File: config.mk
export PLATFORM = sky130hd
export DESIGN_NAME = lpc_io_master
export DESIGN_NICKNAME = d
export VERILOG_FILES = /design/src/rtl/lpc_pkg.sv /design/src/rtl/lpc_byte_fifo.sv /design/src/rtl/lpc_cycle_engine.sv /design/src/rtl/lpc_io_master.sv
export SDC_FILE = /design/constraint.sdc
export NUM_CORES = 1
export LEC_CHECK = 0
export CAP_MARGIN = 30
export CORE_MARGIN = 4
export CORE_UTILIZATION = 63
export CTS_BUF_LIST = sky130_fd_sc_hd__clkbuf_16
export CTS_CLUSTER_SIZE = 30
export DETAILED_ROUTE_END_ITERATION = 8
export DONT_BUFFER_PORTS = 1
export PLACE_DENSITY = 0.79
export SLEW_MARGIN = 40
export SYNTH_ARGS = -nofsm -noshare
export SYNTH_HDL_FRONTEND = slang
export SYNTH_SLANG_ARGS = --single-unit
File: constraint.sdc
create_clock -name clk -period 3.9 [get_ports clk]
set_input_delay 0.195 -clock clk [delete_from_list [all_inputs] [get_ports clk]]
set_output_delay 0.195 -clock clk [all_outputs]
set_load 0.005 [all_outputs]
File: src/rtl/lpc_pkg.sv
// Shared constants and state types for the indirect LPC I/O master.
// Assumes a 6-bit byte offset on the register bus and 4-bit LPC nibbles.
package lpc_pkg;

    localparam int REG_OFS_W = 6;

    // Register offsets decoded by host software.
    localparam logic [REG_OFS_W-1:0] OFS_GO   = 6'h00;
    localparam logic [REG_OFS_W-1:0] OFS_STAT = 6'h04;
    localparam logic [REG_OFS_W-1:0] OFS_IRQ  = 6'h08;
    localparam logic [REG_OFS_W-1:0] OFS_LEN  = 6'h10;
    localparam logic [REG_OFS_W-1:0] OFS_CMD  = 6'h14;
    localparam logic [REG_OFS_W-1:0] OFS_ADDR = 6'h20;
    localparam logic [REG_OFS_W-1:0] OFS_WDAT = 6'h24;
    localparam logic [REG_OFS_W-1:0] OFS_RDAT = 6'h28;

    // Command word fields.
    localparam int CMD_WR_BIT   = 0;
    localparam int CMD_TYPE_LO  = 1;
    localparam int CMD_TYPE_HI  = 2;
    localparam int CMD_SAME_BIT = 3;
    localparam int CMD_W        = 4;

    // LPC nibble codes.
    localparam logic [3:0] NIB_START  = 4'b0000;
    localparam logic [3:0] NIB_IO_RD  = 4'b0000;
    localparam logic [3:0] NIB_IO_WR  = 4'b0010;
    localparam logic [3:0] NIB_TAR    = 4'b1111;
    localparam logic [3:0] SYNC_READY = 4'b0000;
    localparam logic [3:0] SYNC_ERROR = 4'b1010;

    // Per-cycle bus phases.
    typedef enum logic [3:0] {
        PH_IDLE, PH_START, PH_DIR, PH_ADDR, PH_WDATA,
        PH_TAR0, PH_TAR1, PH_SYNC, PH_RDATA, PH_END0, PH_END1
    } phase_t;

    // Burst sequencer states.
    typedef enum logic [1:0] {
        SQ_IDLE, SQ_LAUNCH, SQ_WAIT
    } seq_t;

endpackage

File: src/rtl/lpc_byte_fifo.sv
// Byte queue with show-ahead head, synchronous flush and drop-on-full push.
// Assumes DEPTH is a power of two; a pop on empty is ignored.
module lpc_byte_fifo #(
    parameter int W     = 8,
    parameter int DEPTH = 16
) (
    input  logic         clk,
    input  logic         rst_n,
    input  logic         flush,
    input  logic         push,
    input  logic [W-1:0] push_data,
    input  logic         pop,
    output logic [W-1:0] head,
    output logic         empty,
    output logic         full
);
    localparam int PTR_W = (DEPTH > 1) ? $clog2(DEPTH) : 1;
    localparam int CNT_W = $clog2(DEPTH + 1);
    localparam logic [CNT_W-1:0] FULL_CNT = CNT_W'(DEPTH);

    logic [W-1:0]     mem [DEPTH];
    logic [PTR_W-1:0] wr_ptr_q, rd_ptr_q;
    logic [CNT_W-1:0] cnt_q;
    logic             do_push, do_pop;

    assign empty   = (cnt_q == '0);
    assign full    = (cnt_q == FULL_CNT);
    assign do_push = push && !full;
    assign do_pop  = pop && !empty;
    assign head    = mem[rd_ptr_q];

    // Pointer and occupancy bookkeeping.
    always_ff @(posedge clk) begin
        if (!rst_n || flush) begin
            wr_ptr_q <= '0;
            rd_ptr_q <= '0;
            cnt_q    <= '0;
        end else begin
            if (do_push) wr_ptr_q <= wr_ptr_q + 1'b1;
            if (do_pop)  rd_ptr_q <= rd_ptr_q + 1'b1;
            case ({do_push, do_pop})
                2'b10:   cnt_q <= cnt_q + 1'b1;
                2'b01:   cnt_q <= cnt_q - 1'b1;
                default: cnt_q <= cnt_q;
            endcase
        end
    end

    // Storage write.
    always_ff @(posedge clk) begin
        if (do_push && !flush) mem[wr_ptr_q] <= push_data;
    end

    assert_fifo_bound_R6: assert property (@(posedge clk) disable iff (!rst_n)
        cnt_q <= FULL_CNT);

    assert_fifo_grow_R6: assert property (@(posedge clk) disable iff (!rst_n)
        (push && !full && !pop && !flush) |=> (cnt_q == $past(cnt_q) + 1'b1));

endmodule

File: src/rtl/lpc_cycle_engine.sv
// Runs one LPC I/O byte cycle per go pulse: start, direction, address,
// optional write data, turnaround, sync with wait counting, optional read
// data, closing turnaround. Ends with a one-clock done or fail pulse.
// Assumes go is only raised while busy is low.
module lpc_cycle_engine
    import lpc_pkg::*;
#(
    parameter int PORT_W   = 16,
    parameter int MAX_WAIT = 256
) (
    input  logic              clk,
    input  logic              rst_n,
    input  logic              go,
    input  logic              go_write,
    input  logic [PORT_W-1:0] go_addr,
    input  logic [7:0]        go_wdata,
    input  logic [3:0]        lad_in,
    output logic [3:0]        lad_out,
    output logic              lad_oe,
    output logic              lframe_n,
    output logic              busy,
    output logic              done,
    output logic              fail,
    output logic [7:0]        rdata
);
    localparam int NIBS   = PORT_W / 4;
    localparam int NIB_W  = (NIBS > 2) ? $clog2(NIBS) : 1;
    localparam int WCNT_W = $clog2(MAX_WAIT + 1);
    localparam logic [NIB_W-1:0]  LAST_ADDR_NIB = NIB_W'(NIBS - 1);
    localparam logic [NIB_W-1:0]  LAST_DATA_NIB = NIB_W'(1);
    localparam logic [WCNT_W-1:0] WAIT_LIMIT    = WCNT_W'(MAX_WAIT);

    phase_t             ph_q;
    logic               wr_q;
    logic [PORT_W-1:0]  addr_sh_q;
    logic [7:0]         wdat_sh_q;
    logic [7:0]         rdat_q;
    logic [NIB_W-1:0]   nib_q;
    logic [WCNT_W-1:0]  wait_q;

    // Phase sequencing, shifters and sync handling.
    always_ff @(posedge clk) begin
        if (!rst_n) begin
            ph_q      <= PH_IDLE;
            wr_q      <= 1'b0;
            addr_sh_q <= '0;
            wdat_sh_q <= '0;
            rdat_q    <= '0;
            nib_q     <= '0;
            wait_q    <= '0;
            done      <= 1'b0;
            fail      <= 1'b0;
        end else begin
            done <= 1'b0;
            fail <= 1'b0;
            case (ph_q)
                PH_IDLE: if (go) begin
                    wr_q      <= go_write;
                    addr_sh_q <= go_addr;
                    wdat_sh_q <= go_wdata;
                    ph_q      <= PH_START;
                end
                PH_START: ph_q <= PH_DIR;
                PH_DIR: begin
                    nib_q <= '0;
                    ph_q  <= PH_ADDR;
                end
                PH_ADDR: begin
                    addr_sh_q <= addr_sh_q << 4;
                    nib_q     <= nib_q + 1'b1;
                    if (nib_q == LAST_ADDR_NIB) begin
                        nib_q <= '0;
                        ph_q  <= wr_q ? PH_WDATA : PH_TAR0;
                    end
                end
                PH_WDATA: begin
                    wdat_sh_q <= wdat_sh_q >> 4;
                    nib_q     <= nib_q + 1'b1;
                    if (nib_q == LAST_DATA_NIB) ph_q <= PH_TAR0;
                end
                PH_TAR0: ph_q <= PH_TAR1;
                PH_TAR1: begin
                    wait_q <= '0;
                    ph_q   <= PH_SYNC;
                end
                PH_SYNC: begin
                    if (lad_in == SYNC_READY) begin
                        nib_q <= '0;
                        ph_q  <= wr_q ? PH_END0 : PH_RDATA;
                    end else if (lad_in == SYNC_ERROR || wait_q == WAIT_LIMIT) begin
                        fail <= 1'b1;
                        ph_q <= PH_IDLE;
                    end else begin
                        wait_q <= wait_q + 1'b1;
                    end
                end
                PH_RDATA: begin
                    rdat_q <= {lad_in, rdat_q[7:4]};
                    nib_q  <= nib_q + 1'b1;
                    if (nib_q == LAST_DATA_NIB) ph_q <= PH_END0;
                end
                PH_END0: ph_q <= PH_END1;
                PH_END1: begin
                    done <= 1'b1;
                    ph_q <= PH_IDLE;
                end
                default: ph_q <= PH_IDLE;
            endcase
        end
    end

    // Bus drive per phase.
    always_comb begin
        lad_out = NIB_TAR;
        lad_oe  = 1'b0;
        case (ph_q)
            PH_START: begin lad_out = NIB_START; lad_oe = 1'b1; end
            PH_DIR:   begin lad_out = wr_q ? NIB_IO_WR : NIB_IO_RD; lad_oe = 1'b1; end
            PH_ADDR:  begin lad_out = addr_sh_q[PORT_W-1 -: 4]; lad_oe = 1'b1; end
            PH_WDATA: begin lad_out = wdat_sh_q[3:0]; lad_oe = 1'b1; end
            PH_TAR0:  begin lad_out = NIB_TAR; lad_oe = 1'b1; end
            default:  begin lad_out = NIB_TAR; lad_oe = 1'b0; end
        endcase
    end

    assign lframe_n = (ph_q != PH_START);
    assign busy     = (ph_q != PH_IDLE);
    assign rdata    = rdat_q;

    assert_frame_single_R3: assert property (@(posedge clk) disable iff (!rst_n)
        !lframe_n |=> lframe_n);

    assert_wait_bound_R7: assert property (@(posedge clk) disable iff (!rst_n)
        wait_q <= WAIT_LIMIT);

    assert_end_exclusive_R8: assert property (@(posedge clk) disable iff (!rst_n)
        !(done && fail));

    assert_go_idle_only_R11: assert property (@(posedge clk) disable iff (!rst_n)
        go |-> !busy);

endmodule

File: src/rtl/lpc_io_master.sv
// Register-programmed master that runs bursts of byte-wide LPC I/O cycles.
// Holds the host register window, the write and read byte queues and the
// burst sequencer; one lpc_cycle_engine does the bus work per byte.
// Assumes PORT_W < DATA_W and queues at least MAX_BURST deep.
module lpc_io_master
    import lpc_pkg::*;
#(
    parameter int DATA_W    = 32,
    parameter int PORT_W    = 16,
    parameter int MAX_BURST = 16,
    parameter int QDEPTH    = 16,
    parameter int MAX_WAIT  = 256
) (
    input  logic                 clk,
    input  logic                 rst_n,
    input  logic                 reg_wr,
    input  logic                 reg_rd,
    input  logic [REG_OFS_W-1:0] reg_ofs,
    input  logic [DATA_W-1:0]    reg_wdata,
    output logic [DATA_W-1:0]    reg_rdata,
    output logic                 irq,
    input  logic [3:0]           lad_in,
    output logic [3:0]           lad_out,
    output logic                 lad_oe,
    output logic                 lframe_n
);
    localparam int LEN_W = $clog2(MAX_BURST + 1);
    localparam logic [LEN_W-1:0] BURST_CAP = LEN_W'(MAX_BURST);

    logic [LEN_W-1:0]  len_q, left_q, eff_len;
    logic [CMD_W-1:0]  cmd_q;
    logic [PORT_W-1:0] addr_q, cur_addr_q;
    logic              run_wr_q, run_same_q;
    logic              fin_q, irq_en_q, irq_st_q;
    seq_t              seq_q;

    logic              cfg_wr, go_hit, type_bad, burst_end;
    logic              eng_go, eng_busy, eng_done, eng_fail;
    logic [7:0]        eng_rdata, eng_wdata;
    logic              wq_push, wq_pop, wq_empty, wq_full;
    logic              rq_push, rq_pop, rq_empty, rq_full, rq_flush;
    logic [7:0]        wq_head, rq_head;
    logic              unused_wdata;

    assign unused_wdata = ^reg_wdata[DATA_W-1:PORT_W];

    // Decode of host strokes and burst end events.
    always_comb begin
        cfg_wr    = reg_wr && (seq_q == SQ_IDLE);
        go_hit    = cfg_wr && (reg_ofs == OFS_GO) && reg_wdata[0];
        type_bad  = (cmd_q[CMD_TYPE_HI:CMD_TYPE_LO] != 2'b00);
        eff_len   = (len_q > BURST_CAP) ? BURST_CAP : len_q;
        burst_end = (go_hit && (type_bad || eff_len == '0)) ||
                    ((seq_q == SQ_WAIT) &&
                     (eng_fail || (eng_done && left_q == LEN_W'(1))));
    end

    // Burst configuration registers, writable only while idle.
    always_ff @(posedge clk) begin
        if (!rst_n) begin
            len_q  <= '0;
            cmd_q  <= '0;
            addr_q <= '0;
        end else if (cfg_wr) begin
            if (reg_ofs == OFS_LEN)  len_q  <= reg_wdata[LEN_W-1:0];
            if (reg_ofs == OFS_CMD)  cmd_q  <= reg_wdata[CMD_W-1:0];
            if (reg_ofs == OFS_ADDR) addr_q <= reg_wdata[PORT_W-1:0];
        end
    end

    // Burst sequencer: launches one engine cycle per byte and tracks result.
    always_ff @(posedge clk) begin
        if (!rst_n) begin
            seq_q      <= SQ_IDLE;
            left_q     <= '0;
            cur_addr_q <= '0;
            run_wr_q   <= 1'b0;
            run_same_q <= 1'b0;
            fin_q      <= 1'b0;
        end else begin
            case (seq_q)
                SQ_IDLE: if (go_hit) begin
                    if (type_bad) begin
                        fin_q <= 1'b0;
                    end else if (eff_len == '0) begin
                        fin_q <= 1'b1;
                    end else begin
                        fin_q      <= 1'b0;
                        left_q     <= eff_len;
                        cur_addr_q <= addr_q;
                        run_wr_q   <= cmd_q[CMD_WR_BIT];
                        run_same_q <= cmd_q[CMD_SAME_BIT];
                        seq_q      <= SQ_LAUNCH;
                    end
                end
                SQ_LAUNCH: seq_q <= SQ_WAIT;
                SQ_WAIT: begin
                    if (eng_fail) begin
                        seq_q <= SQ_IDLE;
                        fin_q <= 1'b0;
                    end else if (eng_done) begin
                        left_q <= left_q - 1'b1;
                        if (!run_same_q) cur_addr_q <= cur_addr_q + 1'b1;
                        if (left_q == LEN_W'(1)) begin
                            seq_q <= SQ_IDLE;
                            fin_q <= 1'b1;
                        end else begin
                            seq_q <= SQ_LAUNCH;
                        end
                    end
                end
                default: seq_q <= SQ_IDLE;
            endcase
        end
    end

    // Interrupt enable and sticky completion flag (write one to clear).
    always_ff @(posedge clk) begin
        if (!rst_n) begin
            irq_en_q <= 1'b0;
            irq_st_q <= 1'b0;
        end else begin
            if (reg_wr && reg_ofs == OFS_IRQ) irq_en_q <= reg_wdata[0];
            if (burst_end)
                irq_st_q <= 1'b1;
            else if (reg_wr && reg_ofs == OFS_IRQ && reg_wdata[1])
                irq_st_q <= 1'b0;
        end
    end

    assign irq = irq_en_q && irq_st_q;

    // Queue and engine hookup.
    assign eng_go    = (seq_q == SQ_LAUNCH);
    assign eng_wdata = wq_empty ? 8'h00 : wq_head;
    assign wq_push   = cfg_wr && (reg_ofs == OFS_WDAT);
    assign wq_pop    = eng_go && run_wr_q;
    assign rq_push   = (seq_q == SQ_WAIT) && eng_done && !run_wr_q;
    assign rq_pop    = reg_rd && (reg_ofs == OFS_RDAT);
    assign rq_flush  = go_hit && !type_bad && (eff_len != '0);

    lpc_byte_fifo #(.W(8), .DEPTH(QDEPTH)) u_wq (
        .clk(clk), .rst_n(rst_n), .flush(eng_fail),
        .push(wq_push), .push_data(reg_wdata[7:0]), .pop(wq_pop),
        .head(wq_head), .empty(wq_empty), .full(wq_full)
    );

    lpc_byte_fifo #(.W(8), .DEPTH(QDEPTH)) u_rq (
        .clk(clk), .rst_n(rst_n), .flush(rq_flush),
        .push(rq_push && !rq_full), .push_data(eng_rdata), .pop(rq_pop),
        .head(rq_head), .empty(rq_empty), .full(rq_full)
    );

    lpc_cycle_engine #(.PORT_W(PORT_W), .MAX_WAIT(MAX_WAIT)) u_eng (
        .clk(clk), .rst_n(rst_n), .go(eng_go), .go_write(run_wr_q),
        .go_addr(cur_addr_q), .go_wdata(eng_wdata), .lad_in(lad_in),
        .lad_out(lad_out), .lad_oe(lad_oe), .lframe_n(lframe_n),
        .busy(eng_busy), .done(eng_done), .fail(eng_fail), .rdata(eng_rdata)
    );

    // Registered read port; a read of the data queue pops it.
    always_ff @(posedge clk) begin
        if (!rst_n) begin
            reg_rdata <= '0;
        end else if (reg_rd) begin
            case (reg_ofs)
                OFS_STAT: reg_rdata <= DATA_W'({fin_q, seq_q == SQ_IDLE});
                OFS_IRQ:  reg_rdata <= DATA_W'({irq_st_q, irq_en_q});
                OFS_LEN:  reg_rdata <= DATA_W'(len_q);
                OFS_CMD:  reg_rdata <= DATA_W'(cmd_q);
                OFS_ADDR: reg_rdata <= DATA_W'(addr_q);
                OFS_RDAT: reg_rdata <= rq_empty ? '0 : DATA_W'(rq_head);
                default:  reg_rdata <= '0;
            endcase
        end
    end

    assert_cfg_hold_R11: assert property (@(posedge clk) disable iff (!rst_n)
        (seq_q != SQ_IDLE && reg_wr && reg_ofs == OFS_LEN) |=> $stable(len_q));

    assert_abort_idle_R8: assert property (@(posedge clk) disable iff (!rst_n)
        (seq_q == SQ_WAIT && eng_fail) |=> (seq_q == SQ_IDLE && !fin_q));

    assert_end_flag_R10: assert property (@(posedge clk) disable iff (!rst_n)
        burst_end |=> irq_st_q);

    assert_bad_type_quiet_R12: assert property (@(posedge clk) disable iff (!rst_n)
        (go_hit && type_bad) |=> (seq_q == SQ_IDLE && !eng_busy));

endmodule

# After elaboration in Yosys (flattened, before gate mapping)
# Memories as Yosys holds them, arrays and structs flattened. A register that Yosys moved wholly into a read port is not among the register bits.
# Cells that the tools add are included.
[totals] ram_bits=256 output_inout_bits=39 ff_bits=161 n_memories=2
[mem_list] memory="u_rq.mem" words=16 width=8 read_ports=1 rd_ports_with_merged_regs=1 write_ports=1 line_no="lpc_byte_fifo.sv:21" text="logic [W-1:0] mem [DEPTH];"
[mem_list] memory="u_wq.mem" words=16 width=8 read_ports=1 rd_ports_with_merged_regs=1 write_ports=1 line_no="lpc_byte_fifo.sv:21"
[classes] eq_ne=47 n_lt_le_gt_ge=1 n_mux=67 add_sub_neg=12 reduce_logical=72 bitwise_logic=4
[op_table] op="16-bit two-way mux" n=7
[op_table] op="16-bit one-hot mux with 6 select lines" n=1
[op_table] op="16-bit one-hot mux with 2 select lines" n=2
[op_table] op="4-bit two-way mux" n=10
[op_table] op="4-bit one-hot mux with 10 select lines" n=1
[op_table] op="5-bit two-way mux" n=6
[op_table] op="5-bit one-hot mux with 2 select lines" n=3
[op_table] op="8-bit two-way mux" n=3
[op_table] op="1-bit logical AND" n=23
[op_table] op="6-bit == test (second input constant)" n=3
[op_table] op="1-bit two-way mux" n=18
[op_table] op="9-bit two-way mux" n=2
[op_table] op="9-bit one-hot mux with 2 select lines" n=1
[op_table] op="16-bit by 1-bit adder with 16-bit output (second input constant)" n=1
[op_table] op="4-bit by 1-bit adder with 4-bit output (second input constant)" n=4
[op_table] op="4-bit by 3-bit == test with 1-bit output (second input constant)" n=4
[op_table] op="4-bit == test (second input constant)" n=4
[op_table] op="2-bit two-way mux" n=8
[op_table] op="2-bit != test (second input constant)" n=8
[op_table] op="4-bit one-hot mux with 4 select lines" n=1
[op_table] op="8-bit one-hot mux with 2 select lines" n=1
[op_table] op="2-bit nonzero test" n=8
[op_table] op="5-bit logical NOT" n=3
[op_table] op="5-bit by 1-bit subtractor with 5-bit output (second input constant)" n=3
[op_table] op="other kinds (37)" n=78

# Longest topological paths before layout
# Gate-level depths: netlist (run 1).
[logic_depth] ltp_word=10 ltp_mapped=13 mapped_depth_nobuf=11

# Hierarchy
# Synthesis (run 1) repeated with hierarchy kept, for this count alone.
[hier_totals] cells_unflattened=1386 hier_area_um2=17576.9
[modules_own_cells] mod="lpc_byte_fifo" area_per_inst_um2=5773.0 n_inst=2 cells_per_inst=312 seq_area_each_um2=4184.0
[modules_own_cells] mod="lpc_io_master" area_per_inst_um2=3644.7 n_inst=1 cells_per_inst=457 seq_area_each_um2=1381.3
[modules_own_cells] mod="lpc_cycle_engine" area_per_inst_um2=2386.0 n_inst=1 cells_per_inst=305 seq_area_each_um2=1001.0

# Worst setup path before layout (run 1)
# No wires, ideal clock.
[synth_timing] kind="register to register" from="register u_rq.cnt_q[2]" to="register u_rq.cnt_q[4]" t_arrival_ns=3.001 stages_incl_launch_ff=14 slack_ns=0.828 required_ns=3.830 setup_ns=0.070 synth_period_minus_slack_ns=3.072 n_path_buf=2 cell_sequence="dfxtp_1 > buf_2 > nor4_2 > a2111oi_2 > inv_1 > ha_1 > clkbuf_1 > xor2_1 > ha_1 > nor2b_1 > o21ai_0 > a31oi_1 > or3_1 > a21oi_1"
[synth_via] elab_chain_len=6
[synth_rtl] item="start: declaration" line_no="lpc_byte_fifo.sv:23" text="logic [CNT_W-1:0] cnt_q;"
[synth_rtl] item="start signal: assignment" line_no="lpc_byte_fifo.sv:42" text="2'b10: cnt_q <= cnt_q + 1'b1;"
[synth_rtl] item="start signal: assignment" line_no="lpc_byte_fifo.sv:43" text="2'b01: cnt_q <= cnt_q - 1'b1;"
[synth_rtl] item="start signal: assignment" line_no="lpc_byte_fifo.sv:44" text="default: cnt_q <= cnt_q;"
[synth_rtl] item="5-bit == test" line_no="lpc_byte_fifo.sv:27" text="assign full = (cnt_q == FULL_CNT);"
[synth_rtl] item="1-bit logical NOT" line_no="lpc_byte_fifo.sv:28, lpc_io_master.sv:150"
[synth_rtl] item="1-bit logical AND" line_no="lpc_io_master.sv:150" text=".push(rq_push && !rq_full), .push_data(eng_rdata), .pop(rq_pop),"
[synth_rtl] item="1-bit logical AND" line_no="lpc_byte_fifo.sv:28" text="assign do_push = push && !full;"
[synth_rtl] item="2-bit by 1-bit == test with 1-bit output or 2-bit == test (tied branches)" line_no="lpc_byte_fifo.sv:41" text="case ({do_push, do_pop})"
[synth_rtl] item="5-bit one-hot mux with 2 select lines or 2-bit nonzero test (tied branches)"
# Parallel ways exist; a longest one is shown, timed or not.
# A chain may end at the register's enable or synchronous reset.

# Worst setup path after layout (run 1)
[layout_timing] from="register u_wq.cnt_q[1]" to="register u_wq.cnt_q[4]"
[layout_via] elab_chain_len=5
[layout_rtl] item="start: declaration" line_no="lpc_byte_fifo.sv:23"
[layout_rtl] item="start signal: assignment" line_no="lpc_byte_fifo.sv:42"
[layout_rtl] item="start signal: assignment" line_no="lpc_byte_fifo.sv:43"
[layout_rtl] item="start signal: assignment" line_no="lpc_byte_fifo.sv:44"
[layout_rtl] item="5-bit == test or 5-bit logical NOT (tied branches)" line_no="lpc_byte_fifo.sv:27, lpc_byte_fifo.sv:26"
[layout_rtl] item="1-bit logical NOT (on tied branches)" line_no="lpc_byte_fifo.sv:28, lpc_byte_fifo.sv:29"
[layout_rtl] item="1-bit logical AND (on tied branches)" line_no="lpc_byte_fifo.sv:28, lpc_byte_fifo.sv:29"
[layout_rtl] item="2-bit by 1-bit == test with 1-bit output or 2-bit == test (tied branches)" line_no="lpc_byte_fifo.sv:41"
[layout_rtl] item="5-bit one-hot mux with 2 select lines or 2-bit nonzero test (tied branches)"
# Parallel ways exist; a longest one is shown, timed or not.

==> results of run 1 <==
==> logic make-up after synthesis <==
logic type | Yosys count | synth area share
flip-flops | 409 | 0.6120
adder cells (fa/ha/maj) | 23 | 0.01638
AO/OA/AOI/OAI | 262 | 0.1021
multiplexers | 119 | 0.1084
XOR/XNOR | 24 | 0.01197
AND/OR/NAND/NOR | 414 | 0.1149
buffers and inverters | 129 | 0.03405
other | 1 | 0.0002135
==> report_power, final <==
part           leakage, uW  total [uW]  internal (uW)  switching (uW)
sequential         0.00357        4690           4610            76.9
clock             0.000670        3740           2130            1600
combinational      0.00221         430            156             274
total              0.00645        8850           6900            1960
==> routing by layer <==
layer	share of wire	up-vias	global-route usage
li1	-	5186	-
met1	0.40	5556	0.3426
met2	0.50	424	0.4322
met3	0.072	84	0.04803
met4	0.030	2	0.08216
met5	0.00033	-	0
==> layout make-up <==
class | instances | share of cell area
antenna | 4 | 0.0005160
clock buffer | 43 | 0.05547
clock inverter | 30 | 0.01058
inverter | 28 | 0.005547
multi-input combinational | 858 | 0.3254
sequential | 409 | 0.5546
tap | 372 | 0.02400
timing repair buffer | 54 | 0.02387
==> registers in the layout, summed over array words and instances, names as in the netlist, 2 cells and up, named ones only <==
| name | cells |
|---|---|
| addr_q | 16 |
| cmd_q | 4 |
| cur_addr_q | 16 |
| left_q | 5 |
| len_q | 5 |
| reg_rdata | 16 |
| seq_q | 2 |
| u_eng.addr_sh_q | 16 |
| u_eng.nib_q | 2 |
| u_eng.ph_q | 4 |
| u_eng.rdata | 8 |
| u_eng.wait_q | 9 |
| u_eng.wdat_sh_q | 8 |
| u_rq.cnt_q | 5 |
| u_rq.mem | 128 |
| u_rq.rd_ptr_q | 4 |
| u_rq.wr_ptr_q | 4 |
| u_wq.cnt_q | 5 |
| u_wq.mem | 128 |
| u_wq.rd_ptr_q | 4 |
| u_wq.wr_ptr_q | 4 |
==> critical path: cells and delay by family (launching register included) <==
family	cells	cell delay [ns]
AO/OA/AOI/OAI	4	1.01
AND/OR/NAND/NOR	2	0.72
adder cells (fa/ha/maj)	2	0.63
flip-flops	1	0.38
buffers and inverters	1	0.15
XOR/XNOR	1	0.12
==> how the worst max path moves through the flow <==
stage                                          start                         end  slack (ns)  cells after the start
after floorplan           u_rq.cnt_q[2]$_SDFFE_PP0P_  u_rq.cnt_q[4]$_SDFFE_PP0P_        0.83                     13
after global placement    u_rq.cnt_q[1]$_SDFFE_PP0P_  u_rq.cnt_q[4]$_SDFFE_PP0P_        0.84                     13
after detailed placement                  reg_ofs[1]  u_wq.cnt_q[4]$_SDFFE_PP0P_        0.80                     10
after CTS                 u_rq.cnt_q[1]$_SDFFE_PP0P_  u_rq.cnt_q[4]$_SDFFE_PP0P_        0.80                     13
after global routing      u_wq.cnt_q[1]$_SDFFE_PP0P_  u_wq.cnt_q[4]$_SDFFE_PP0P_        0.55                     10
final                     u_wq.cnt_q[1]$_SDFFE_PP0P_  u_wq.cnt_q[4]$_SDFFE_PP0P_        0.75                     10
==> metrics by stage <==
| step | power, uW | hold WS, ns | std cells | instance area [sq um] | utilization |
|---|---|---|---|---|---|
| after detailed placement | 5147 | 0.2950 | 1692 | 17800 | 0.6549 |
| final | 8853 | 0.01648 | 1798 | 19400 | 0.7138 |
| after global routing | 9152 | 0.02956 | 1796 | 19390 | 0.7136 |
| after global placement | 5137 | 0.2951 | 1692 | 17790 | 0.6545 |
| after CTS | 8894 | 0.001849 | 1794 | 19370 | 0.7128 |
| after floorplan | 5088 | 0.2939 | 1396 | 17620 | - |
==> cell usage in the layout (no fill, tap or decap), types with 16 or more instances in the layout <==
cell type	count
nand2b_1	16
mux2i_1	53
dfxtp_1	149
nor3_1	19
nor2b_1	16
and3_1	17
xor2_1	16
mux4_2	56
a22oi_1	18
inv_1	37
o21ai_0	35
nand2_1	124
nor2_1	111
a21oi_1	89
dlygate4sd3_1	26
buf_4	25
ha_1	23
nand3_1	30
clkbuf_16	43
edfxtp_1	256
a211oi_1	23
conb_1	16
==> out/qor.csv, run 1 <==
metric,value,unit
antenna_found_initial,2,
arrival,3.55,ns
synth.top_cells.by_count,"256 x edfxtp_1, 153 x dfxtp_1, 126 x nor2_1, 124 x nand2_1, 89 x a21oi_1",
htreeDepth,2,
yosysWarnings,0,
relSlewSlack,0.4385,
drtIter0Drc,1161,
cts_resized,0,
die_area,30620,sq um
first_pass_iters,6,
cts_setup_buffers,0,
setup_ws,0.7501,ns
yosysSeqAreaShare,0.6120,
die_w,175.0,um
vdd_drop_max,613.2,uV
insertion_delay,0.55,ns
worstHoldPathCells,4,
gp_congestion,0.8667,
r2r_start,u_wq.cnt_q[1]$_SDFFE_PP0P_,
finalClockSkew,0.02536,ns
synthArstFlopShare,0,
rr_endpoint,u_wq.cnt_q[4]$_SDFFE_PP0P_,
setup_viol,0,
cts-hold-fix-buffers,29,
outcome,completed,
num_rows,60,
clkSlewWorstSetupHoldPaths,0.06,ns
grt_usage,0.2567,
r2r_cells,10,
cp_common_cell,ha_1,
drc,0,
cp_slowest_stage_delay,0.56,ns
fin_crit,3.150,ns
multi_input_area,6312,sq um
cap_violations,0,
tightest_slew,0.8395,ns
drv_slew,0,
ant_nets,0,
grt_pass1_vias,10930,
grt_pass1_wl,61640,um
cts_buffers,41,
cts_tree,yes,
worstHoldEndpoint,u_eng.ph_q[3]$_SDFFE_PN0P_,
die-height,175.0,um
hold_viol_final,0,
drt_wl_total,39360,um
rrSetupSlack,0.75,ns
cp_max_fo,10,
dp_hpwl,25310,um
worstSetupStartpointType,register,
total_leakage_power,0.006451,uW
critPathKind,register to register,
power_density,456.4,nW/um^2
netlist_instances,1381,
fmax,0.3175,GHz
ys_types,85,
io_buffer_count,0,
min_from,lad_in[2],
holdCritPathClass,primary input to register,
fin_tns_setup,0,ns
rsz0062_at_grt,no,
pin_count,85,
num-fill-cells,1828,
final_nets,1461,
coreArea,27180,sq um
area_growth,10.42,%
syn_area_per_cell,12.72,sq um
slowest_stage,or4_1,
drive_above_1_share,0.1371,
cp.required,4.30,ns
cts.sinks,409,
grt_max_degree,56,
avgViaCountPerCell,6.258,
vias,11250,
synth_top_area_cell,edfxtp_1,
endpoint_kind,register,
yosysMostFrequentCell,edfxtp_1,
routedWlPerCell,21.89,um
period_share,0.8077,
crit_chain,"or4_1, o2111a_1, inv_1, ha_1, xor2_1, ha_1, a22o_1, a222oi_1, or3_1, a21oi_1",
grt_remaining_overflow,0,
cts_buffer_depth,3,
start_util,0.6464,
post-place-ws,0.8000,ns
synth.area.top_cells,"edfxtp_1 44%, dfxtp_1 17%, mux4_2 7.2%",
syn-cell-area,17570,sq um
synth.ff_latch_count,409,
ys.flop_type,edfxtp_1,
regArea,10760,sq um
root_buffer,clkbuf_16,
synth_edf_count,256,
synth_top_area_frac,0.4376,
Power figures use the tool's default switching activity.
==> run 2: changes to the inputs <==
Settings changed: ABC_AREA from default to 1, CORE_UTILIZATION 63 to 57, PLACE_DENSITY 0.79 to 0.75.
Clock period 3.9 ns to 2.5 ns, I/O delays scaled along.
==> run 2 against run 1 <==
Compared with the run above: clock power increased by 59%; register-to-register slack got worse by 0.59 ns; clock-buffer cell count grew 1; global-route usage fell by 0.79 points; cell count increased by 35%; flip-flop and latch count unchanged; sequential power increased by 54%; design area increased by 5.0%; clock skew rose by 0.0023 ns; critical path type is now primary input to register; critical endpoint is now cur_addr_q[4]$_SDFFE_PN0P_.
==> out/qor.csv, run 2 <==
metric,value,unit
outcome,completed,
synth.ff_latch_count,409,
worstSetupStartpointType,primary input,
cts_buffer_depth,3,
yosysMostFrequentCell,nand2_1,
final_common_cell,nand2_1,
area_growth,11.98,%
vias,14050,
netlist_instances,1950,
setup_viol,0,
min_from,reg_ofs[3],
yosysSeqAreaShare,0.5910,
power_density,675.8,nW/um^2
cp_slowest_stage_delay,0.68,ns
ys_types,52,
grt_pass1_vias,13150,
ant_nets,0,
grt_usage,0.2488,
cts_buffers,42,
root_buffer,clkbuf_16,
die_w,186.6,um
coreArea,31560,sq um
final_nets,2069,
ys.flop_type,edfxtp_1,
synth.area.top_cells,"edfxtp_1 42%, dfxtp_1 17%, nand2_1 7.7%",
drtIter0Drc,1408,
final_cell_mix,"370 x nand2_1, 256 x edfxtp_1, 214 x nand3_1, 199 x inv_1, 162 x nor2_1",
rsz0062_at_grt,no,
cts_tree,yes,
synth_edf_count,256,
avgViaCountPerCell,5.768,
num_rows,65,
grt_max_degree,67,
insertion_delay,0.54,ns
drt_wl_total,44860,um
endpoint_kind,register,
relSlewSlack,0.4447,
fin_tns_setup,0,ns
grt_pass1_wl,70810,um
holdCritPathClass,primary input to register,
pin_count,85,
slowest_stage,dlygate4sd3_1,
grt_remaining_overflow,0,
drc,0,
synthArstFlopShare,0,
drive_above_1_share,0.09198,
cp_max_fo,16,
worstHoldPathCells,5,
io_buffer_count,0,
htreeDepth,2,
dp_hpwl,29550,um
fin_crit,2.378,ns
synth_top_area_frac,0.4226,
antenna_found_initial,2,
drv_slew,0,
cap_violations,0,
total_leakage_power,0.007705,uW
cp.required,2.93,ns
reg_top3,"u_rq.mem x128, u_wq.mem x128",
die_area,34830,sq um
routedWlPerCell,18.42,um
tightest_slew,0.8330,ns
r2r_cells,15,
die-height,186.6,um
cts.sinks,409,
grt.met2_usage,0.4040,
critPathKind,primary input to register,
yosysWarnings,0,
finalClockSkew,0.02766,ns
period_share,0.9512,
arrival,2.80,ns
fmax,0.4205,GHz
crit_chain,"dlygate4sd3_1, nor2_4, dlygate4sd3_1, nand3_2, inv_2, nand3_4, o21ai_1, nand2_2, o21ai_0, a21oi_1",
hold_viol_final,0,
synth.top_cells.by_count,"371 x nand2_1, 256 x edfxtp_1, 214 x nand3_1, 184 x inv_1, 162 x nor2_1",
grt_use_met3,0.04003,
startpoint,reg_ofs[0],
first_pass_iters,6,
busiest_layer,met2,
r2r_start,seq_q[1]$_SDFFE_PN0P_,
cp_common_cell,dlygate4sd3_1,
syn-cell-area,18190,sq um
clkSlewWorstSetupHoldPaths,0.06,ns
gp_congestion,0.9335,
grtUsageMet1,0.3524,
vdd_drop_max,700.8,uV
holdWs,0.02991,ns
start_util,0.5764,
rrSetupSlack,0.16,ns
syn_area_per_cell,9.328,sq um
synth_top_area_cell,edfxtp_1,
==> run 2: per-stage QoR <==
step                      setup slack, ns  area (sq um)  utilization  instances  total power, uW
after global placement             0.2407         18680       0.5921       2320             7827
after global routing             0.003163         20370       0.6454       2436            14210
after detailed placement           0.1961         18680       0.5921       2320             7838
after floorplan                   0.07180         18250            -       1965             7725
after CTS                         0.07017         20330       0.6443       2428            13860
final                              0.1219         20370       0.6454       2436            13760
==> run 2: critical path, delay by kind of cell <==
family                 cells  cell delay (ns)
AOI/OAI and AO/OA          3             0.61
and+or+nand+nor            4             0.67
buffers and inverters      3             1.38
==> run 2: what timing repair did <==
item                                    in CTS  in global routing
endpoints found under the setup margin       0                 31
endpoints found under the hold margin      232                  0
gates resized for setup                      0                  5
hold buffers                                31                  0
setup buffers                                0                  7
==> run 2: path summary, 6_finish.rpt <==
check / to
setup / recovery: cur_addr_q[4]$_SDFFE_PN0P_
hold / removal: irq_st_q$_SDFFE_PN0P_
setup reg to reg: u_rq.cnt_q[4]$_SDFFE_PP0P_
hold reg to reg: u_eng.addr_sh_q[3]$_SDFFE_PN0P_
==> run 2: final cells by class <==
class / count / area (sq um)
fillers: 2512 / 11190
flip-flops and latches: 409 / 10760
multi-input cells: 1252 / 6238
clock buffers: 44 / 1101
repair buffers: 91 / 778.2
inverters: 204 / 768.2
well taps: 402 / 503.0
clock inverters: 33 / 217.7
diodes: 1 / 2.502
==> run 2: layer usage <==
| metal | up-vias | share of wire |
|---|---|---|
| li1 | 6713 | - |
| met1 | 6689 | 0.43 |
| met2 | 569 | 0.47 |
| met3 | 79 | 0.082 |
| met4 | 2 | 0.024 |
| met5 | - | 0.00013 |
==> run 2: cell families after synthesis <==
| family | after synthesis | synth area share |
|---|---|---|
| AO/OA/AOI/OAI | 345 | 0.1044 |
| other | 1 | 0.0002062 |
| AND/OR/NAND/NOR | 844 | 0.2076 |
| adder cells (fa/ha/maj) | 23 | 0.01582 |
| flip-flops | 409 | 0.5910 |
| XOR/XNOR | 24 | 0.01156 |
| buffers and inverters | 304 | 0.06934 |
==> run 2: where the power goes <==
| part | leakage (uW) | total, uW | switching [uW] | internal [uW] |
|---|---|---|---|---|
| registers | 0.00359 | 7210 | 38.0 | 7170 |
| clock network | 0.000701 | 5950 | 2550 | 3390 |
| logic | 0.00341 | 610 | 430 | 181 |
| total | 0.00771 | 13800 | 3020 | 10700 |
